===== src/rtl/bpf_pkg.sv =====
// Package for the baud divisor search engine.
// Holds the controller state encoding used by the top module.
package bpf_pkg;

    // Search controller states
    typedef enum logic [2:0] {
        ST_IDLE,
        ST_GEN_GO,
        ST_GEN_WAIT,
        ST_RATE_GO,
        ST_RATE_WAIT,
        ST_NEXT
    } bpf_state_e;

endpackage


===== src/rtl/bpf_serial_div.sv =====
// Restoring serial divider: one quotient bit per clock.
// A go pulse captures the numerator and denominator. After NUM_W active
// cycles fin_o pulses for one cycle, and quo_o then holds until the next go.
// Assumes the denominator is non-zero and that go does not arrive mid-run.
module bpf_serial_div #(
    parameter int NUM_W = 32,
    parameter int DEN_W = 41
) (
    input  logic             clk,
    input  logic             rst_n,
    input  logic             go_i,
    input  logic [NUM_W-1:0] num_i,
    input  logic [DEN_W-1:0] den_i,
    output logic             fin_o,
    output logic [NUM_W-1:0] quo_o
);
    localparam int CNT_W = $clog2(NUM_W + 1);
    localparam int PW    = NUM_W + DEN_W;

    logic [DEN_W-1:0] rem_q;
    logic [NUM_W-1:0] sh_q;
    logic [NUM_W-1:0] num_r;
    logic [DEN_W-1:0] den_r;
    logic [CNT_W-1:0] left_q;
    logic             run_q;
    logic [DEN_W:0]   trial;
    logic             fits;

    // Trial remainder: the partial remainder with the next numerator bit shifted in
    always_comb begin
        trial = {rem_q, sh_q[NUM_W-1]};
        fits  = trial >= {1'b0, den_r};
    end

    // Iteration register: load on go, then one restoring step per cycle
    always_ff @(posedge clk) begin
        if (!rst_n) begin
            rem_q  <= '0;
            sh_q   <= '0;
            num_r  <= '0;
            den_r  <= '0;
            quo_o  <= '0;
            left_q <= '0;
            run_q  <= 1'b0;
            fin_o  <= 1'b0;
        end else begin
            fin_o <= 1'b0;
            if (go_i) begin
                rem_q  <= '0;
                sh_q   <= num_i;
                num_r  <= num_i;
                den_r  <= den_i;
                quo_o  <= '0;
                left_q <= CNT_W'(NUM_W);
                run_q  <= 1'b1;
            end else if (run_q) begin
                rem_q  <= fits ? DEN_W'(trial - {1'b0, den_r}) : DEN_W'(trial);
                sh_q   <= {sh_q[NUM_W-2:0], 1'b0};
                quo_o  <= {quo_o[NUM_W-2:0], fits};
                left_q <= left_q - CNT_W'(1);
                if (left_q == CNT_W'(1)) begin
                    run_q <= 1'b0;
                    fin_o <= 1'b1;
                end
            end
        end
    end


    quo_exact_chk: assert property (@(posedge clk) disable iff (!rst_n)
        fin_o |-> ((PW'(quo_o) * PW'(den_r) <= PW'(num_r)) &&
                   (PW'(num_r) < PW'(quo_o) * PW'(den_r) + PW'(den_r))));


    rem_bound_chk: assert property (@(posedge clk) disable iff (!rst_n)
        run_q |-> (rem_q < den_r));

endmodule


===== src/rtl/bpf_err_judge.sv =====
// Rate error judge: decides whether an achieved rate is within the allowed
// percentage of the target. Compares err*SCALE against target*LIMIT, which
// equals floor(err*SCALE/target) < LIMIT for integers, so no divide is needed.
// Purely combinational; assumes the target is non-zero.
module bpf_err_judge #(
    parameter int TGT_W     = 32,
    parameter int ACH_W     = 32,
    parameter int PCT_SCALE = 100,
    parameter int ERR_LIMIT = 3
) (
    input  logic [TGT_W-1:0] target_i,
    input  logic [ACH_W-1:0] achieved_i,
    output logic             pass_o
);
    localparam int W  = (TGT_W > ACH_W) ? TGT_W : ACH_W;
    localparam int SW = $clog2(PCT_SCALE + ERR_LIMIT + 1);
    localparam int PW = W + SW;

    logic [W-1:0]  tgt_x;
    logic [W-1:0]  ach_x;
    logic [W-1:0]  err;
    logic [PW-1:0] lhs;
    logic [PW-1:0] rhs;

    // Absolute error and the scaled comparison
    always_comb begin
        tgt_x  = W'(target_i);
        ach_x  = W'(achieved_i);
        err    = (ach_x > tgt_x) ? (ach_x - tgt_x) : (tgt_x - ach_x);
        lhs    = PW'(err) * PW'(PCT_SCALE);
        rhs    = PW'(tgt_x) * PW'(ERR_LIMIT);
        pass_o = lhs < rhs;
    end

endmodule


===== src/rtl/baud_pair_finder.sv =====
// Baud divisor search engine (top).
// On an accepted start it captures clock and baud, clamps the target for slow
// clocks, and walks bdiv from BDIV_FIRST to BDIV_LAST. Each step divides for
// the prescale count and, when that count is in range, divides again for the
// achieved rate. The first passing pair, or the last state with bdiv = LAST+1,
// is registered on the outputs together with a one-cycle done pulse.
// Assumes one shared divider; start is ignored while a search runs.
module baud_pair_finder #(
    parameter int CLK_W      = 32,
    parameter int BAUD_W     = 32,
    parameter int GEN_W      = 16,
    parameter int DIV_W      = 8,
    parameter int BDIV_FIRST = 4,
    parameter int BDIV_LAST  = 254,
    parameter int GEN_MIN    = 2,
    parameter int PCT_SCALE  = 100,
    parameter int ERR_LIMIT  = 3,
    parameter int SLOW_CLK   = 1000000,
    parameter int SLOW_BAUD  = 4800
) (
    input  logic              clk,
    input  logic              rst_n,
    input  logic              start_i,
    input  logic [CLK_W-1:0]  mclk_hz_i,
    input  logic [BAUD_W-1:0] baud_i,
    output logic              done_o,
    output logic [GEN_W-1:0]  bgen_o,
    output logic [DIV_W-1:0]  bdiv_o
);
    import bpf_pkg::*;

    localparam int DEN_W = BAUD_W + DIV_W + 1;
    localparam logic [CLK_W-1:0] GEN_MAX_V = CLK_W'((64'd1 << GEN_W) - 64'd1);
    localparam logic [CLK_W-1:0] GEN_MIN_V = CLK_W'(GEN_MIN);
    localparam logic [DIV_W-1:0] CAND_LO   = DIV_W'(BDIV_FIRST);
    localparam logic [DIV_W-1:0] CAND_HI   = DIV_W'(BDIV_LAST);
    localparam logic [DIV_W-1:0] CAND_END  = DIV_W'(BDIV_LAST + 1);

    bpf_state_e         st_q;
    logic [CLK_W-1:0]   clk_r;
    logic [BAUD_W-1:0]  tgt_r;
    logic [DIV_W-1:0]   cand_r;
    logic [GEN_W-1:0]   gen_r;
    logic [DIV_W:0]     cand_p1;
    logic [DEN_W-1:0]   den_gen;
    logic [DEN_W-1:0]   den_rate;
    logic               div_go;
    logic [DEN_W-1:0]   div_den;
    logic               div_fin;
    logic [CLK_W-1:0]   div_quo;
    logic               gen_ok;
    logic               rate_pass;
    logic               slow_req;

    // Divisor operands for the two divisions of the current candidate
    always_comb begin
        cand_p1  = {1'b0, cand_r} + (DIV_W+1)'(1);
        den_gen  = DEN_W'(tgt_r) * DEN_W'(cand_p1);
        den_rate = DEN_W'(gen_r) * DEN_W'(cand_p1);
        div_go   = (st_q == ST_GEN_GO) || (st_q == ST_RATE_GO);
        div_den  = (st_q == ST_RATE_GO) ? den_rate : den_gen;
        gen_ok   = (div_quo >= GEN_MIN_V) && (div_quo <= GEN_MAX_V);
        slow_req = (mclk_hz_i < CLK_W'(SLOW_CLK)) && (baud_i > BAUD_W'(SLOW_BAUD));
    end

    bpf_serial_div #(
        .NUM_W (CLK_W),
        .DEN_W (DEN_W)
    ) u_div (
        .clk   (clk),
        .rst_n (rst_n),
        .go_i  (div_go),
        .num_i (clk_r),
        .den_i (div_den),
        .fin_o (div_fin),
        .quo_o (div_quo)
    );

    bpf_err_judge #(
        .TGT_W     (BAUD_W),
        .ACH_W     (CLK_W),
        .PCT_SCALE (PCT_SCALE),
        .ERR_LIMIT (ERR_LIMIT)
    ) u_judge (
        .target_i   (tgt_r),
        .achieved_i (div_quo),
        .pass_o     (rate_pass)
    );

    // Search controller: candidate stepping, result capture and done pulse
    always_ff @(posedge clk) begin
        if (!rst_n) begin
            st_q   <= ST_IDLE;
            clk_r  <= '0;
            tgt_r  <= '0;
            cand_r <= '0;
            gen_r  <= '0;
            done_o <= 1'b0;
            bgen_o <= '0;
            bdiv_o <= '0;
        end else begin
            done_o <= 1'b0;
            case (st_q)
                ST_IDLE: begin
                    if (start_i) begin
                        if (baud_i == '0) begin
                            bgen_o <= '0;
                            bdiv_o <= '0;
                            done_o <= 1'b1;
                        end else begin
                            clk_r  <= mclk_hz_i;
                            tgt_r  <= slow_req ? BAUD_W'(SLOW_BAUD) : baud_i;
                            cand_r <= CAND_LO;
                            st_q   <= ST_GEN_GO;
                        end
                    end
                end
                ST_GEN_GO: st_q <= ST_GEN_WAIT;
                ST_GEN_WAIT: begin
                    if (div_fin) begin
                        gen_r <= div_quo[GEN_W-1:0];
                        st_q  <= gen_ok ? ST_RATE_GO : ST_NEXT;
                    end
                end
                ST_RATE_GO: st_q <= ST_RATE_WAIT;
                ST_RATE_WAIT: begin
                    if (div_fin) begin
                        if (rate_pass) begin
                            bgen_o <= gen_r;
                            bdiv_o <= cand_r;
                            done_o <= 1'b1;
                            st_q   <= ST_IDLE;
                        end else begin
                            st_q <= ST_NEXT;
                        end
                    end
                end
                ST_NEXT: begin
                    if (cand_r == CAND_HI) begin
                        bgen_o <= gen_r;
                        bdiv_o <= CAND_END;
                        done_o <= 1'b1;
                        st_q   <= ST_IDLE;
                    end else begin
                        cand_r <= cand_r + DIV_W'(1);
                        st_q   <= ST_GEN_GO;
                    end
                end
                default: st_q <= ST_IDLE;
            endcase
        end
    end


    done_single_chk: assert property (@(posedge clk) disable iff (!rst_n)
        done_o |=> !done_o);


    result_hold_chk: assert property (@(posedge clk) disable iff (!rst_n)
        !done_o |-> ($stable(bgen_o) && $stable(bdiv_o)));


    capture_hold_chk: assert property (@(posedge clk) disable iff (!rst_n)
        (st_q != ST_IDLE) |=> ($stable(clk_r) && $stable(tgt_r)));


    bdiv_span_chk: assert property (@(posedge clk) disable iff (!rst_n)
        done_o |-> ((bdiv_o == '0) || ((bdiv_o >= CAND_LO) && (bdiv_o <= CAND_END))));


    gen_legal_chk: assert property (@(posedge clk) disable iff (!rst_n)
        (done_o && (bdiv_o >= CAND_LO) && (bdiv_o <= CAND_HI)) |-> (CLK_W'(bgen_o) >= GEN_MIN_V));


    slow_clamp_chk: assert property (@(posedge clk) disable iff (!rst_n)
        ((st_q == ST_GEN_GO) && (clk_r < CLK_W'(SLOW_CLK))) |-> (tgt_r <= BAUD_W'(SLOW_BAUD)));

endmodule


===== config.mk =====
export PLATFORM = sky130hd
export DESIGN_NAME = baud_pair_finder
export DESIGN_NICKNAME = d
export VERILOG_FILES = /design/src/rtl/bpf_pkg.sv /design/src/rtl/bpf_serial_div.sv /design/src/rtl/bpf_err_judge.sv /design/src/rtl/baud_pair_finder.sv
export SDC_FILE = /design/constraint.sdc
export NUM_CORES = 2
export LEC_CHECK = 0
export CAP_MARGIN = 20
export CORE_AREA = 3 3 283 285
export DETAILED_ROUTE_END_ITERATION = 8
export DIE_AREA = 0 0 286 288
export DONT_BUFFER_PORTS = 1
export PLACE_DENSITY = 0.68
export SLEW_MARGIN = 10
export SYNTH_ARGS = -nofsm -noshare
export SYNTH_HDL_FRONTEND = slang
export SYNTH_SLANG_ARGS = --single-unit

===== constraint.sdc =====
create_clock -name clk -period 9.3 [get_ports clk]
set_input_delay 0.93 -clock clk [delete_from_list [all_inputs] [get_ports clk]]
set_output_delay 0.93 -clock clk [all_outputs]
set_load 0.005 [all_outputs]

==> metrics.md <==
| Metric | Value |
|---|---|
| Overall power | `about 11 mW` |
| Layout area overhead | `7.12%` |
| Clock-pin slew on the worst setup and hold paths | `around 0.060 ns` |
| Setup repair after global routing missed its margin | `false` |
| Routed vias/inst | `about 5.6` |
| Worst setup path startpoint | `u_div.quo_o[0]` |
| Nets@finish | `a little over 5000` |
| Hold Vio Cnt, Final | `0` |
| Post-Route Hold Slack | `0.456 ns` |
| Die Width | `between 200 and 300 um` |
| Starting DRC count in detailed routing | `2060` |
| Clock Sinks | `270` |
| Bufs on Longest Clock Path | `3` |
| Total grt overflow | `0` |
| Seq/Total Area, Yosys | `0.155` |
| TritonCTS clock tree | `done` |
| Post-route fraction of the period consumed by the critical path | `0.932` |
| Antenna violations before repair | `0` |
| Die Footprint | `0.0824 mm^2` |
| EDFF count, synth | `0` |
| Gp weighted congestion | `approximately 0.96` |
| Synthesized instance count | `between 4000 and 5000` |
| Buffer type at the clock tree root | `sky130_fd_sc_hd__clkbuf_16` |
| Kind of end point of the critical path | `flip-flop` |
| Dominant cell type by area after synthesis | `sky130_fd_sc_hd__fa_1` |
| Final std cell area, no fill | `around 0.037 mm^2` |
| Ratio of cells with drive above 1 in the final layout | `0.0552` |
| Maximum fanout along the worst path | `26` |
| Total routing usage reported by global routing | `0.238` |
| Net count of the mapped netlist | `just over 5000` |
| Timing-limited maximum frequency | `approximately 120 MHz` |
| Leak pwr | `between 15 and 20 nW` |
| Detail Placement HPWL | `slightly below 80 mm` |
| Post-layout minimum cycle time | `~8.7 ns` |
| Category of the critical setup timing path | `flip-flop to flip-flop` |
| Outcome | `completed` |
| Setup WS pre-CTS | `-0.143 ns` |
| Setup Skew | `0.0145 ns` |
| FP Rows | `between 100 and 150` |
| Area post-placement | `roughly 0.036 mm^2` |
| Final wirelength | `approximately 99 mm` |
| Number of pins exceeding their max-slew limit in the final report | `0` |
| YS warnings | `0` |
| Effective utilization at floorplan | `0.449` |
| Register cell area after layout | `roughly 0.0054 mm^2` |
| PD cells | `roughly 290 mW/mm^2` |
| Worst-margin pin slew | `~1.1 ns` |
| Count of fill cells added during filler insertion | `roughly 7600` |
| Combined buffer and inverter count along the critical path | `7` |
| Synthesized flop and latch total | `between 200 and 300` |
| Wire length of the first global-routing pass | `160 mm` |
| Min setup slack post-route | `between 0.6 and 0.7 ns` |
| Vias in the first global route | `29600` |
| Most frequent cells in the layout | `sky130_fd_sc_hd__inv_1, sky130_fd_sc_hd__nand2_1, sky130_fd_sc_hd__ha_1` |
| Post-Route Utilization | `0.481` |
| Most common cell after layout, fill and taps aside | `sky130_fd_sc_hd__inv_1` |
| Clock network latency to the later pin of the worst-skew pair | `between 0.5 and 0.6 ns` |
| Pin count of the biggest net entering global routing | `87` |
| Delay of the slowest critical-path stage | `0.50 ns` |
| Required time reported for the critical path endpoint | `a little under 10 ns` |
| Largest delay share family, worst path | `compound AO/OA/AOI/OAI gates` |
| Slowest cell on the critical path | `sky130_fd_sc_hd__fa_1` |
| Core region area | `just under 0.08 mm^2` |
| Post-synthesis area per instance | `roughly 8.0 um^2` |
| Share of Yosys cell area claimed by the top area cell type | `0.195` |
| Asr flop ratio synth | `0` |
| Final antenna-violating net count | `0` |
| Post-DR wirelength/cell | `around 19 um` |
| PortBufs | `0` |
| Final std cells w/o fill | `5333` |
| Die Y-Extent | `288 um` |
| Max-Slew Margin vs Limit | `0.255` |
| Boundary Pins | `92` |
| Cell total after placement | `~5300` |
| Setup-failing EPs final | `0` |
| VDD IR max | `approximately 0.34 mV` |
| MaxCap Viol Count | `0` |
| Unique masters post-synth | `84` |
| Length of the first detailed-routing pass in iterations | `6` |
| Launch instance of the worst register-to-register path | `u_div.quo_o[0]` |
| Reg2reg end | `bdiv_o[0]` |
| Endpoint arrival time on the critical path | `about 9 ns` |
| Worst hold-check path type | `flip-flop to flip-flop` |
| Vias post-DR | `30100` |
| Worst-case register-to-register setup slack | `between 0.6 and 0.7 ns` |
| Logic depth of the worst register-to-register path | `40` |
| H-tree levels | `1` |
| Total area of multi-input combinational cells | `between 0.02 and 0.03 mm^2` |
| Total clock buffers created by CTS | `30` |
| Crit. path cell count | `40` |
| Netlist area before placement | `between 0.03 and 0.04 mm^2` |
| CP Capture Point | `bdiv_o[0]` |
| Most used flip-flop cell after synthesis | `sky130_fd_sc_hd__dfxtp_1` |
| Number of buffers inserted by hold repair at cts | `0` |
| Kind of launch point of the worst setup path | `flip-flop` |
| Synth top area cells | `sky130_fd_sc_hd__fa_1, sky130_fd_sc_hd__dfxtp_1, sky130_fd_sc_hd__ha_1, sky130_fd_sc_hd__inv_1, sky130_fd_sc_hd__nand2_1` |
| Number of remaining DRC errors | `0` |
| Final sum of negative setup slack | `0 ns` |
-- cell usage after synthesis, drive strengths merged, types with 78 or more instances --
| cell type | instances |
|---|---|
| inv | 523 |
| dfxtp | 270 |
| ha | 379 |
| o21ai | 165 |
| xnor2 | 108 |
| a21o | 104 |
| mux2i | 90 |
| clkbuf | 212 |
| nor2 | 347 |
| fa | 340 |
| nand2 | 488 |
| a21oi | 362 |
| nand3 | 119 |
| nand2b | 78 |
-- repair_timing --
action	CTS	global route
endpoints found under the hold margin	0	0
gates resized for setup	1	11
setup buffers	0	0
pin swaps	0	0
endpoints found under the setup margin	25	27
gates cloned	0	1
-- tightest hold or removal path, cell delays in order (launching register included) --
cell and delay [ns]:
sky130_fd_sc_hd__dfxtp_1 0.31, sky130_fd_sc_hd__nand2_1 0.05, sky130_fd_sc_hd__a21oi_1 0.05
-- registers in the layout, summed over array words and instances, names as in the netlist, 8 cells and up --
name	cells
tgt_r	32
u_div.den_r	41
bdiv_o	8
bgen_o	16
gen_r	16
clk_r	32
u_div.quo_o	32
cand_r	8
u_div.sh_q	32
u_div.rem_q	41
-- area by class of cell --
cell class	instances	area share
Sequential cell	270	0.145
Antenna cell	2	0.000134
Multi-Input combinational cell	3327	0.715
Clock inverter	17	0.00539
Tap cell	1040	0.0348
Inverter	523	0.0526
Timing Repair Buffer	115	0.0238
Clock buffer	39	0.0235
-- report_power, final --
group	total [mW]	internal [mW]	switching (mW)
Combinational	8.36	3.50	4.86
Sequential	1.33	1.25	0.0764
Clock	1.29	0.752	0.534
-- worst min-delay path by stage --
stage | slack [ns] | endpoint | cells past startpoint | startpoint
after floorplan | 0.43 | u_div.den_r[5] | 2 | u_div.den_r[5]
after global placement | 0.44 | u_div.sh_q[0] | 2 | clk_r[0]
after detailed placement | 0.45 | u_div.sh_q[0] | 2 | clk_r[0]
after CTS | 0.44 | clk_r[5] | 2 | mclk_hz_i[5]
after global routing | 0.45 | clk_r[28] | 2 | mclk_hz_i[28]
final | 0.46 | clk_r[6] | 2 | clk_r[6]
-- cells by family (layout without fill, tap and decap cells) --
logic type | after synthesis | after routing | share of synthesized area
xor+xnor | 180 | 180 | 0.0452
simple gates | 1349 | 1350 | 0.178
fa+ha+maj | 719 | 719 | 0.331
flops | 270 | 270 | 0.155
compound gates | 983 | 983 | 0.179
other cells | 0 | 2 | 0
mux | 95 | 95 | 0.0278
buf+inv | 766 | 694 | 0.0835
-- per-layer routing --
layer	vias up	track usage	wire length (um)
li1	14500	-	-
met1	14600	0.325	43300
met2	906	0.393	45500
met3	154	0.0339	6700
met4	0	0.0722	3280
met5	-	0	0
No activity file was read; power rests on OpenSTA's default activity.
